<file path="config.mk">
export PLATFORM = sky130hd
export DESIGN_NAME = sig_irq_ctrl
export DESIGN_NICKNAME = d
export VERILOG_FILES = /design/src/rtl/sic_pkg.sv /design/src/rtl/sic_id_decode.sv /design/src/rtl/sic_state_bank.sv /design/src/rtl/sic_prio_pick.sv /design/src/rtl/sig_irq_ctrl.sv
export SDC_FILE = /design/constraint.sdc
export NUM_CORES = 1
export LEC_CHECK = 0
export BUFFER_PORTS_ARGS = -buffer_cell sky130_fd_sc_hd__buf_2
export CAP_MARGIN = 10
export CORE_UTILIZATION = 45
export DETAILED_ROUTE_END_ITERATION = 8
export HOLD_SLACK_MARGIN = 0.12
export PLACE_DENSITY = 0.79
export SLEW_MARGIN = 20
export SYNTH_ARGS = -nofsm -noshare
export SYNTH_HDL_FRONTEND = slang
export SYNTH_SLANG_ARGS = --single-unit
</file>
<file path="constraint.sdc">
create_clock -name clk -period 2.8 [get_ports clk]
set_input_delay 0.56 -clock clk [delete_from_list [all_inputs] [get_ports clk]]
set_output_delay 0.56 -clock clk [all_outputs]
set_load 0.01 [all_outputs]
</file>
<file path="src/rtl/sic_pkg.sv">
// Shared constants for the signal interrupt controller: register offsets
// and the no-pending sentinel. Assumes byte offsets fit in 8 bits.
package sic_pkg;
    localparam int          ADDR_W      = 8;
    localparam int          DATA_W      = 32;
    localparam int          FIELD_W     = 16;
    localparam logic [7:0]  OFF_SEND    = 8'h0C;
    localparam logic [7:0]  OFF_RECV    = 8'h10;
    localparam logic [7:0]  OFF_ENABLE  = 8'h14;
    localparam logic [7:0]  OFF_DISABLE = 8'h18;
    localparam logic [7:0]  OFF_CLEAR   = 8'h1C;
    localparam logic [7:0]  OFF_CLICLR  = 8'h38;
    localparam logic [31:0] NONE_ID     = 32'hFFFF_FFFF;
endpackage

</file>
<file path="src/rtl/sic_id_decode.sv">
// Decodes a written bus word two ways: as a packed client/signal
// identifier into a one-hot line vector, and as a plain client number
// into a mask of all that client's lines. Out-of-range values yield zero.
// Assumes NUM_CLIENTS and NUM_SIGNALS are each below 65536.
module sic_id_decode #(
    parameter int NUM_CLIENTS = 4,
    parameter int NUM_SIGNALS = 8,
    localparam int LINES      = NUM_CLIENTS * NUM_SIGNALS
) (
    input  logic [31:0]      word,
    output logic             id_ok,
    output logic [LINES-1:0] id_hot,
    output logic [LINES-1:0] cli_mask
);
    logic [15:0] cli_f;
    logic [15:0] sig_f;

    assign cli_f = word[31:16];
    assign sig_f = word[15:0];

    // Range check of both identifier fields
    assign id_ok = ({16'd0, cli_f} < 32'(NUM_CLIENTS)) &&
                   ({16'd0, sig_f} < 32'(NUM_SIGNALS));

    // Build the one-hot line and the whole-client mask
    always_comb begin
        id_hot   = '0;
        cli_mask = '0;
        for (int c = 0; c < NUM_CLIENTS; c++) begin
            for (int s = 0; s < NUM_SIGNALS; s++) begin
                id_hot[c*NUM_SIGNALS+s]   = id_ok && (cli_f == 16'(c)) && (sig_f == 16'(s));
                cli_mask[c*NUM_SIGNALS+s] = (word == 32'(c));
            end
        end
    end
endmodule

</file>
<file path="src/rtl/sic_state_bank.sv">
// Holds the pending and enable bit of every signal line. An inbound set
// wins over a clear in the same cycle. Enable and disable strobes never
// arrive together, because they come from different offsets.
module sic_state_bank #(
    parameter int LINES = 32
) (
    input  logic             clk,
    input  logic             rst_n,
    input  logic [LINES-1:0] set_vec,
    input  logic [LINES-1:0] clr_vec,
    input  logic [LINES-1:0] ena_vec,
    input  logic [LINES-1:0] dis_vec,
    output logic [LINES-1:0] pend,
    output logic [LINES-1:0] en
);
    // Pending bits: set has priority over clear
    always_ff @(posedge clk) begin
        if (!rst_n) pend <= '0;
        else        pend <= set_vec | (pend & ~clr_vec);
    end

    // Enable bits: per-line set and reset strobes
    always_ff @(posedge clk) begin
        if (!rst_n) en <= '0;
        else        en <= ena_vec | (en & ~dis_vec);
    end

    for (genvar i = 0; i < LINES; i++) begin : g_chk
        AST_SET_WINS: assert property (@(posedge clk) disable iff (!rst_n)
            set_vec[i] |=> pend[i]);
        AST_CLEAR_DROPS: assert property (@(posedge clk) disable iff (!rst_n)
            (clr_vec[i] && !set_vec[i]) |=> !pend[i]);
        AST_DISABLE_DROPS: assert property (@(posedge clk) disable iff (!rst_n)
            (dis_vec[i] && !ena_vec[i]) |=> !en[i]);
    end
endmodule

</file>
<file path="src/rtl/sic_prio_pick.sv">
// Finds the lowest active line, which means lowest client first and then
// lowest signal, and reports its client and signal numbers. Purely
// combinational.
module sic_prio_pick #(
    parameter int NUM_CLIENTS = 4,
    parameter int NUM_SIGNALS = 8,
    localparam int LINES      = NUM_CLIENTS * NUM_SIGNALS
) (
    input  logic [LINES-1:0] active,
    output logic             found,
    output logic [15:0]      cli_num,
    output logic [15:0]      sig_num
);
    // Scan from the top so the lowest hit is written last
    always_comb begin
        found   = 1'b0;
        cli_num = '0;
        sig_num = '0;
        for (int c = NUM_CLIENTS - 1; c >= 0; c--) begin
            for (int s = NUM_SIGNALS - 1; s >= 0; s--) begin
                if (active[c*NUM_SIGNALS+s]) begin
                    found   = 1'b1;
                    cli_num = 16'(c);
                    sig_num = 16'(s);
                end
            end
        end
    end
endmodule

</file>
<file path="src/rtl/sig_irq_ctrl.sv">
// Top level of the signal interrupt controller. It decodes strobe writes
// into per-line actions, registers outbound pulses and read data, and
// drives the level summary interrupt. Assumes a single-cycle synchronous
// register bus with no wait states; read data appears the cycle after
// the read strobe.
module sig_irq_ctrl
    import sic_pkg::*;
#(
    parameter int NUM_CLIENTS = 4,
    parameter int NUM_SIGNALS = 8,
    localparam int LINES      = NUM_CLIENTS * NUM_SIGNALS
) (
    input  logic              clk,
    input  logic              rst_n,
    input  logic              bus_wr,
    input  logic              bus_rd,
    input  logic [ADDR_W-1:0] bus_addr,
    input  logic [DATA_W-1:0] bus_wdata,
    output logic [DATA_W-1:0] bus_rdata,
    input  logic [LINES-1:0]  sig_in,
    output logic [LINES-1:0]  sig_out,
    output logic              irq_out
);
    logic             id_ok;
    logic [LINES-1:0] id_hot, cli_mask;
    logic [LINES-1:0] clr_vec, ena_vec, dis_vec;
    logic [LINES-1:0] pend, en;
    logic             found;
    logic [15:0]      cli_num, sig_num;
    logic [31:0]      recv_id;

    sic_id_decode #(.NUM_CLIENTS(NUM_CLIENTS), .NUM_SIGNALS(NUM_SIGNALS)) u_dec (
        .word(bus_wdata), .id_ok(id_ok), .id_hot(id_hot), .cli_mask(cli_mask)
    );

    // Steer the decoded line masks by write offset
    always_comb begin
        ena_vec = (bus_wr && bus_addr == OFF_ENABLE)  ? id_hot : '0;
        dis_vec = (bus_wr && bus_addr == OFF_DISABLE) ? id_hot : '0;
        clr_vec = '0;
        if (bus_wr && bus_addr == OFF_CLEAR)  clr_vec = id_hot;
        if (bus_wr && bus_addr == OFF_CLICLR) clr_vec = cli_mask;
    end

    sic_state_bank #(.LINES(LINES)) u_bank (
        .clk(clk), .rst_n(rst_n), .set_vec(sig_in), .clr_vec(clr_vec),
        .ena_vec(ena_vec), .dis_vec(dis_vec), .pend(pend), .en(en)
    );

    sic_prio_pick #(.NUM_CLIENTS(NUM_CLIENTS), .NUM_SIGNALS(NUM_SIGNALS)) u_pick (
        .active(pend & en), .found(found), .cli_num(cli_num), .sig_num(sig_num)
    );

    assign recv_id = found ? {cli_num, sig_num} : NONE_ID;
    assign irq_out = |(pend & en);

    // Outbound doorbell pulse, one cycle per send write
    always_ff @(posedge clk) begin
        if (!rst_n)                              sig_out <= '0;
        else if (bus_wr && bus_addr == OFF_SEND) sig_out <= id_hot;
        else                                     sig_out <= '0;
    end

    // Registered read data; zero for unmapped offsets and idle cycles
    always_ff @(posedge clk) begin
        if (!rst_n)                              bus_rdata <= '0;
        else if (bus_rd && bus_addr == OFF_RECV) bus_rdata <= recv_id;
        else                                     bus_rdata <= '0;
    end

    AST_SEND_ONEHOT: assert property (@(posedge clk) disable iff (!rst_n)
        $onehot0(sig_out));
    AST_SEND_FIRES: assert property (@(posedge clk) disable iff (!rst_n)
        (bus_wr && bus_addr == OFF_SEND && id_ok) |=> (sig_out != '0));
    AST_SEND_RANGE: assert property (@(posedge clk) disable iff (!rst_n)
        (bus_wr && bus_addr == OFF_SEND && !id_ok) |=> (sig_out == '0));
    AST_IRQ_HAS_ID: assert property (@(posedge clk) disable iff (!rst_n)
        irq_out |-> (recv_id != NONE_ID));
    AST_RDATA_IDLE: assert property (@(posedge clk) disable iff (!rst_n)
        !bus_rd |=> (bus_rdata == '0));
endmodule

</file>
=== Yosys cells after proc, flatten, opt, wreduce, memory -nomap -nowiden ===
Index checks and enable logic that the tools add are counted.

* Order comparisons: 2
* Equal/unequal tests: 19
* Mux-type cells: 101
* Bitwise logic cells: 7
* Reductions and logical operators: 49

{| class="wikitable"
|+ Operators with widths
! operator !! number
|-
| $mux W32 || 5
|-
| $and A32 B32 Y32 || 3
|-
| $mux W3 || 32
|-
| $eq A16 B2 Y1 const B || 4
|-
| $eq A16 B3 Y1 const B || 4
|-
| $eq A32 B2 Y1 const B || 2
|-
| $mux W2 || 32
|-
| $not A32 Y32 || 2
|-
| $or A32 B32 Y32 || 2
|-
| $logic_and A1 B1 Y1 || 43
|-
| $eq A16 B1 Y1 const B || 2
|-
| $eq A32 B1 Y1 const B || 1
|-
| $eq A8 B5 Y1 const B || 4
|-
| $logic_not A16 Y1 || 2
|-
| $logic_not A32 Y1 || 1
|-
| $mux W1 || 32
|-
| $reduce_or A32 Y1 || 1
|-
| $lt A16 B3 Y1 const B || 1
|-
| $lt A16 B4 Y1 const B || 1
|-
| $eq A8 B4 Y1 const B || 1
|-
| $eq A8 B6 Y1 const B || 1
|-
| $reduce_and A2 Y1 || 2
|}

* Register bits: 128
* Input port bits: 76
* Word-level logic and storage cells: 182

=== Longest topological paths before layout ===
* Depth after elaboration: 34
* Gate-level depth with buffers: 8
* Mapped depth without buffers: 7

=== Cells and area by module ===
A second synthesis with hierarchy kept.

* Cell total of the unflattened synthesis: 764
* Area, all modules: 6531.3 µm²

{| class="wikitable"
|+ Modules (own cells, without submodules)
! module !! instances !! cells each !! area each (µm²) !! seq. area each (µm²)
|-
| sig_irq_ctrl || 1 || 372 || 3006.6 || 1281.2
|-
| sic_state_bank || 1 || 199 || 2240.9 || 1281.2
|-
| sic_id_decode || 1 || 100 || 696.9 || 0.0
|-
| sic_prio_pick || 1 || 93 || 586.8 || 0.0
|}

=== Least setup slack after synthesis ===
OpenSTA, ideal clock, no wires.

* Path kind: input to register
* Start: input port bus_wdata[21]
* End: register u_bank.pend[8]
* Arrival time: 2.126 ns
* Required time: 2.685 ns
* Path slack: 0.559 ns
* Stages: 8
* Buffers on the path: 1
* Cells stage by stage: nor4_1 > nand4_1 > or3_4 > or3_1 > clkbuf_1 > nand2_1 > a21oi_1 > o21a_1

* Word-level cells in the longest chain between the ends: 9
* Elaborated cells on any way between the ends: 11

{| class="wikitable"
|+ RTL lines
! item !! line !! RTL
|-
| start: declaration || sig_irq_ctrl.sv:18 || <nowiki>input logic [DATA_W-1:0] bus_wdata,</nowiki>
|-
| $lt A16 B3 Y1 || sic_id_decode.sv:22 || <nowiki>assign id_ok = ({16'd0, cli_f} < 32'(NUM_CLIENTS)) &&</nowiki>
|-
| $logic_and A1 B1 Y1 || sic_id_decode.sv:22 ||
|-
| $logic_and A1 B1 Y1 (2 in a row) || sic_id_decode.sv:31 || <nowiki>id_hot[c*NUM_SIGNALS+s] = id_ok && (cli_f == 16'(c)) && (sig_f == 16'(s));</nowiki>
|-
| $mux W32 || sig_irq_ctrl.sv:41 || <nowiki>if (bus_wr && bus_addr == OFF_CLEAR) clr_vec = id_hot;</nowiki>
|-
| $mux W32 * || sig_irq_ctrl.sv:42 || <nowiki>if (bus_wr && bus_addr == OFF_CLICLR) clr_vec = cli_mask;</nowiki>
|-
| $not A32 Y32 * || sic_state_bank.sv:19 || <nowiki>else pend <= set_vec | (pend & ~clr_vec);</nowiki>
|-
| $and A32 B32 Y32 * || sic_state_bank.sv:19 ||
|-
| $or A32 B32 Y32 * || sic_state_bank.sv:19 ||
|-
| end signal: assignment || sic_state_bank.sv:19 ||
|-
| end: declaration || sic_state_bank.sv:13 || <nowiki>output logic [LINES-1:0] pend,</nowiki>
|}

Mark *: on every way between the ends. The rest lies on a longest branch, timed or not.
A chain may end at the register's enable or synchronous reset.

=== Worst setup path after layout ===
* Start: register u_bank.en[9]
* End: output port irq_out

* Word-level cells in the longest chain between the ends: 2

{| class="wikitable"
|+ RTL lines
! item !! line !! RTL
|-
| start: declaration || sic_state_bank.sv:14 || <nowiki>output logic [LINES-1:0] en</nowiki>
|-
| start signal: assignment || sic_state_bank.sv:25 || <nowiki>else en <= ena_vec | (en & ~dis_vec);</nowiki>
|-
| $and A32 B32 Y32 || sig_irq_ctrl.sv:55 || <nowiki>assign irq_out = |(pend & en);</nowiki>
|-
| $reduce_or A32 Y1 || sig_irq_ctrl.sv:55 ||
|-
| end: declaration || sig_irq_ctrl.sv:22 || <nowiki>output logic irq_out</nowiki>
|}

Every way passes these cells.

==> results.txt <==
DRC Markers: 0
Skew-Pair Late Insertion Delay: 370 ps
Fin crit period: 2580 ps
P_sw: 0.665 mW
CTS tree: done
Sw Share: 25.9%
Syn Nets: 579
IO Port Bufs: 140
Reg-to-reg slack, setup: 610 ps
Clock Power Share: 34.0%
Htree depth: 3
Largest net degree at the start of global routing: 43
Fmax: 387 MHz
Resized Gates After CTS: 0
P&R area growth vs syn: 19.7%
Core Region: 0.00937 mm²
Layout cells sized above 1: 29.0%
CP arrival: 2020 ps
Vias/cell: 5.99
Reg-to-Reg Start: u_bank.en[8]
Full die area: 0.0102 mm²
Fraction of registers with async set/reset: 0%
Buf/Inv on CP: 1
Comb power frac: 6.7%
Post-CTS Setup Inserts: 0
CTS Buf Count: 9
First-pass GRT wire length: 21,100 µm
Cell repeated most along the worst path: nand3_1
Worst Max-Slew Pin Slew: 564 ps
CP delay by family, top: simple AND/OR/NAND/NOR gates
Nets: 695
Routed WL: 13,500 µm
I/O pins: 141
Die width: 101 µm
Synthesized area: 0.00440 mm²
Status: finished, final reports clean
Row cnt: 35
CP cell instances: a22oi_2 > and3_1 > nand3_1 > nor2_1 > nand3_1 > or2_2 > buf_2
Most used DFF post-synth: dfxtp_1
Vias in the first global route: 4,235
Clock root buffer master: clkbuf_8
Post-synth EDFFs: 0
Maximum fanout along the worst path: 3
Max cap viols: 0
Final period utilization: 92.2%
All-Layer GR Usage: 27.2%
Initial antenna violation count: 0
Die Ht: 101 µm
Slew margin rel.: 62.3%
Hold_buf cts: 0
Initial core utilization: 47.0%
CP Capture Type: output pin
Worst vdd ir: 0.000347 V
Max-slew violation count: 0
Finished Core Util: 56.2%
Final setup fails: 0
Leak: 2.14 nW
Routed WL per cell: 17.9 µm
Global route overflow: 0
CTS Sinks: 102
Final Wtd Congestion: 0.987
Synth warnings: 0
Clock Skews: 7.86 ps
Max clock buf depth: 2
Type of the worst setup path: flop to output pin
Slowest CP cell: dfxtp_1
DR vias: 4,507
Detailed router's first-iteration violation count: 368
Setup tns final: 0 ps
Critical Path RT: 2240 ps
Hold Path Class: input port to flop
First-pass iteration count of the detailed router: 5
Netlist cell types: 49
Placed wire-length estimate: 10,200 µm
Antenna Nets Post-Route: 0
Fin. Hold Viols: 0
N_diodes: 0
Pwr dens: 487 mW/mm²
Register area share after synthesis: 46.4%
Clock transition at path regs: 100 ps
RSZ-0062 raised after global routing: false
Post-Syn Instances: 503
Worst path max stage delay: 360 ps
Commonest cells after routing, fill and taps aside: buf_2, dfxtp_1, nand2_1, o211ai_1
Int Pwr: 1.90 mW
Synthesized area per cell: 8.76 µm²
Share of power burned in registers: 59.3%
Flop and latch count out of synthesis: 102
CP Launch Point: u_bank.en[9]
Most common cell after layout, fill and taps aside: buf_2
CP Launch Type: flop
Hold Startpoint: sig_in[24]
## worst register-to-register path, stage by stage (launching register included)
cell,delay (ps)
dfxtp_1,400
nand2_1,100
a32o_1,280
a222oi_1,520
o311ai_0,340
a32oi_1,270
a21o_1,120
a21oi_1,70
## power groups by stage
stage                     registers (mW)  logic [mW]  clock network (mW)
final                               1.52       0.171               0.873
after global routing                1.53       0.188               0.942
after CTS                           1.52       0.170               0.881
after detailed placement            1.55       0.170                   0
after global placement              1.55       0.164                   0
after floorplan                     1.54      0.0846                   0
## synth_stat cells, types with 10 or more instances
library cell	instances	area, µm²
a21oi_1	24	120
a32o_1	18	180
o21ai_1	22	110
nand3_1	14	70.1
o21a_1	10	75.1
nor2_1	27	101
dfxtp_1	102	2040
o21ai_0	18	90.1
buf_4	27	203
o211ai_1	31	233
nand2_1	73	274
clkbuf_1	15	56.3
nor3_1	27	135
## per-layer routing
metal | routed length [µm] | global-route usage, % | up-vias | part of all wire, %
li1 | - | - | 2087 | -
met1 | 5430 | 33.2 | 2080 | 40
met2 | 6280 | 45.6 | 305 | 47
met3 | 1410 | 6.31 | 35 | 10
met4 | 344 | 12.2 | 0 | 2.6
met5 | 0 | 0 | - | 0
## kinds of logic (layout without fill, tap and decap cells)
group / count (synthesis) / count (layout) / share of synthesized area (%)
AO/OA/AOI/OAI: 158 / 158 / 24.7
buffers and inverters: 49 / 170 / 6.53
flip-flops: 102 / 102 / 46.4
AND/OR/NAND/NOR: 194 / 194 / 22.4
## metrics by stage
step                      hold slack [ps]  setup WS [ps]  cell area, µm²  cells  power [mW]
after floorplan                       469            559            4400    503        1.63
after global placement                476            132            5080    737        1.72
after detailed placement              512           60.3            5080    737        1.72
after CTS                             388            143            5260    753        2.57
after global routing                  396           33.6            5270    753        2.66
final                                 388            217            5270    753        2.57
## sequential cells by signal (all words and copies together) (netlist names)
signal	count
sig_out	32
bus_rdata	6
u_bank.pend	32
u_bank.en	32
## path summary, 6_finish.rpt
| path | to | cells after the start |
|---|---|---|
| worst min-delay path | u_bank.pend[24] | 2 |
| worst min register to register | u_bank.en[4] | 2 |
| worst max-delay path | irq_out | 7 |
| worst max register to register | bus_rdata[0] | 7 |
## cell type report
class	count	area [µm²]
clock buffer	9	124
tap	129	161
sequential	102	2040
clock inverter	7	57.6
inverter	1	3.75
fill	859	4100
timing repair buffer	153	798
multi-input combinational	352	2080
Note: power is estimated with default switching activity, not from simulation.
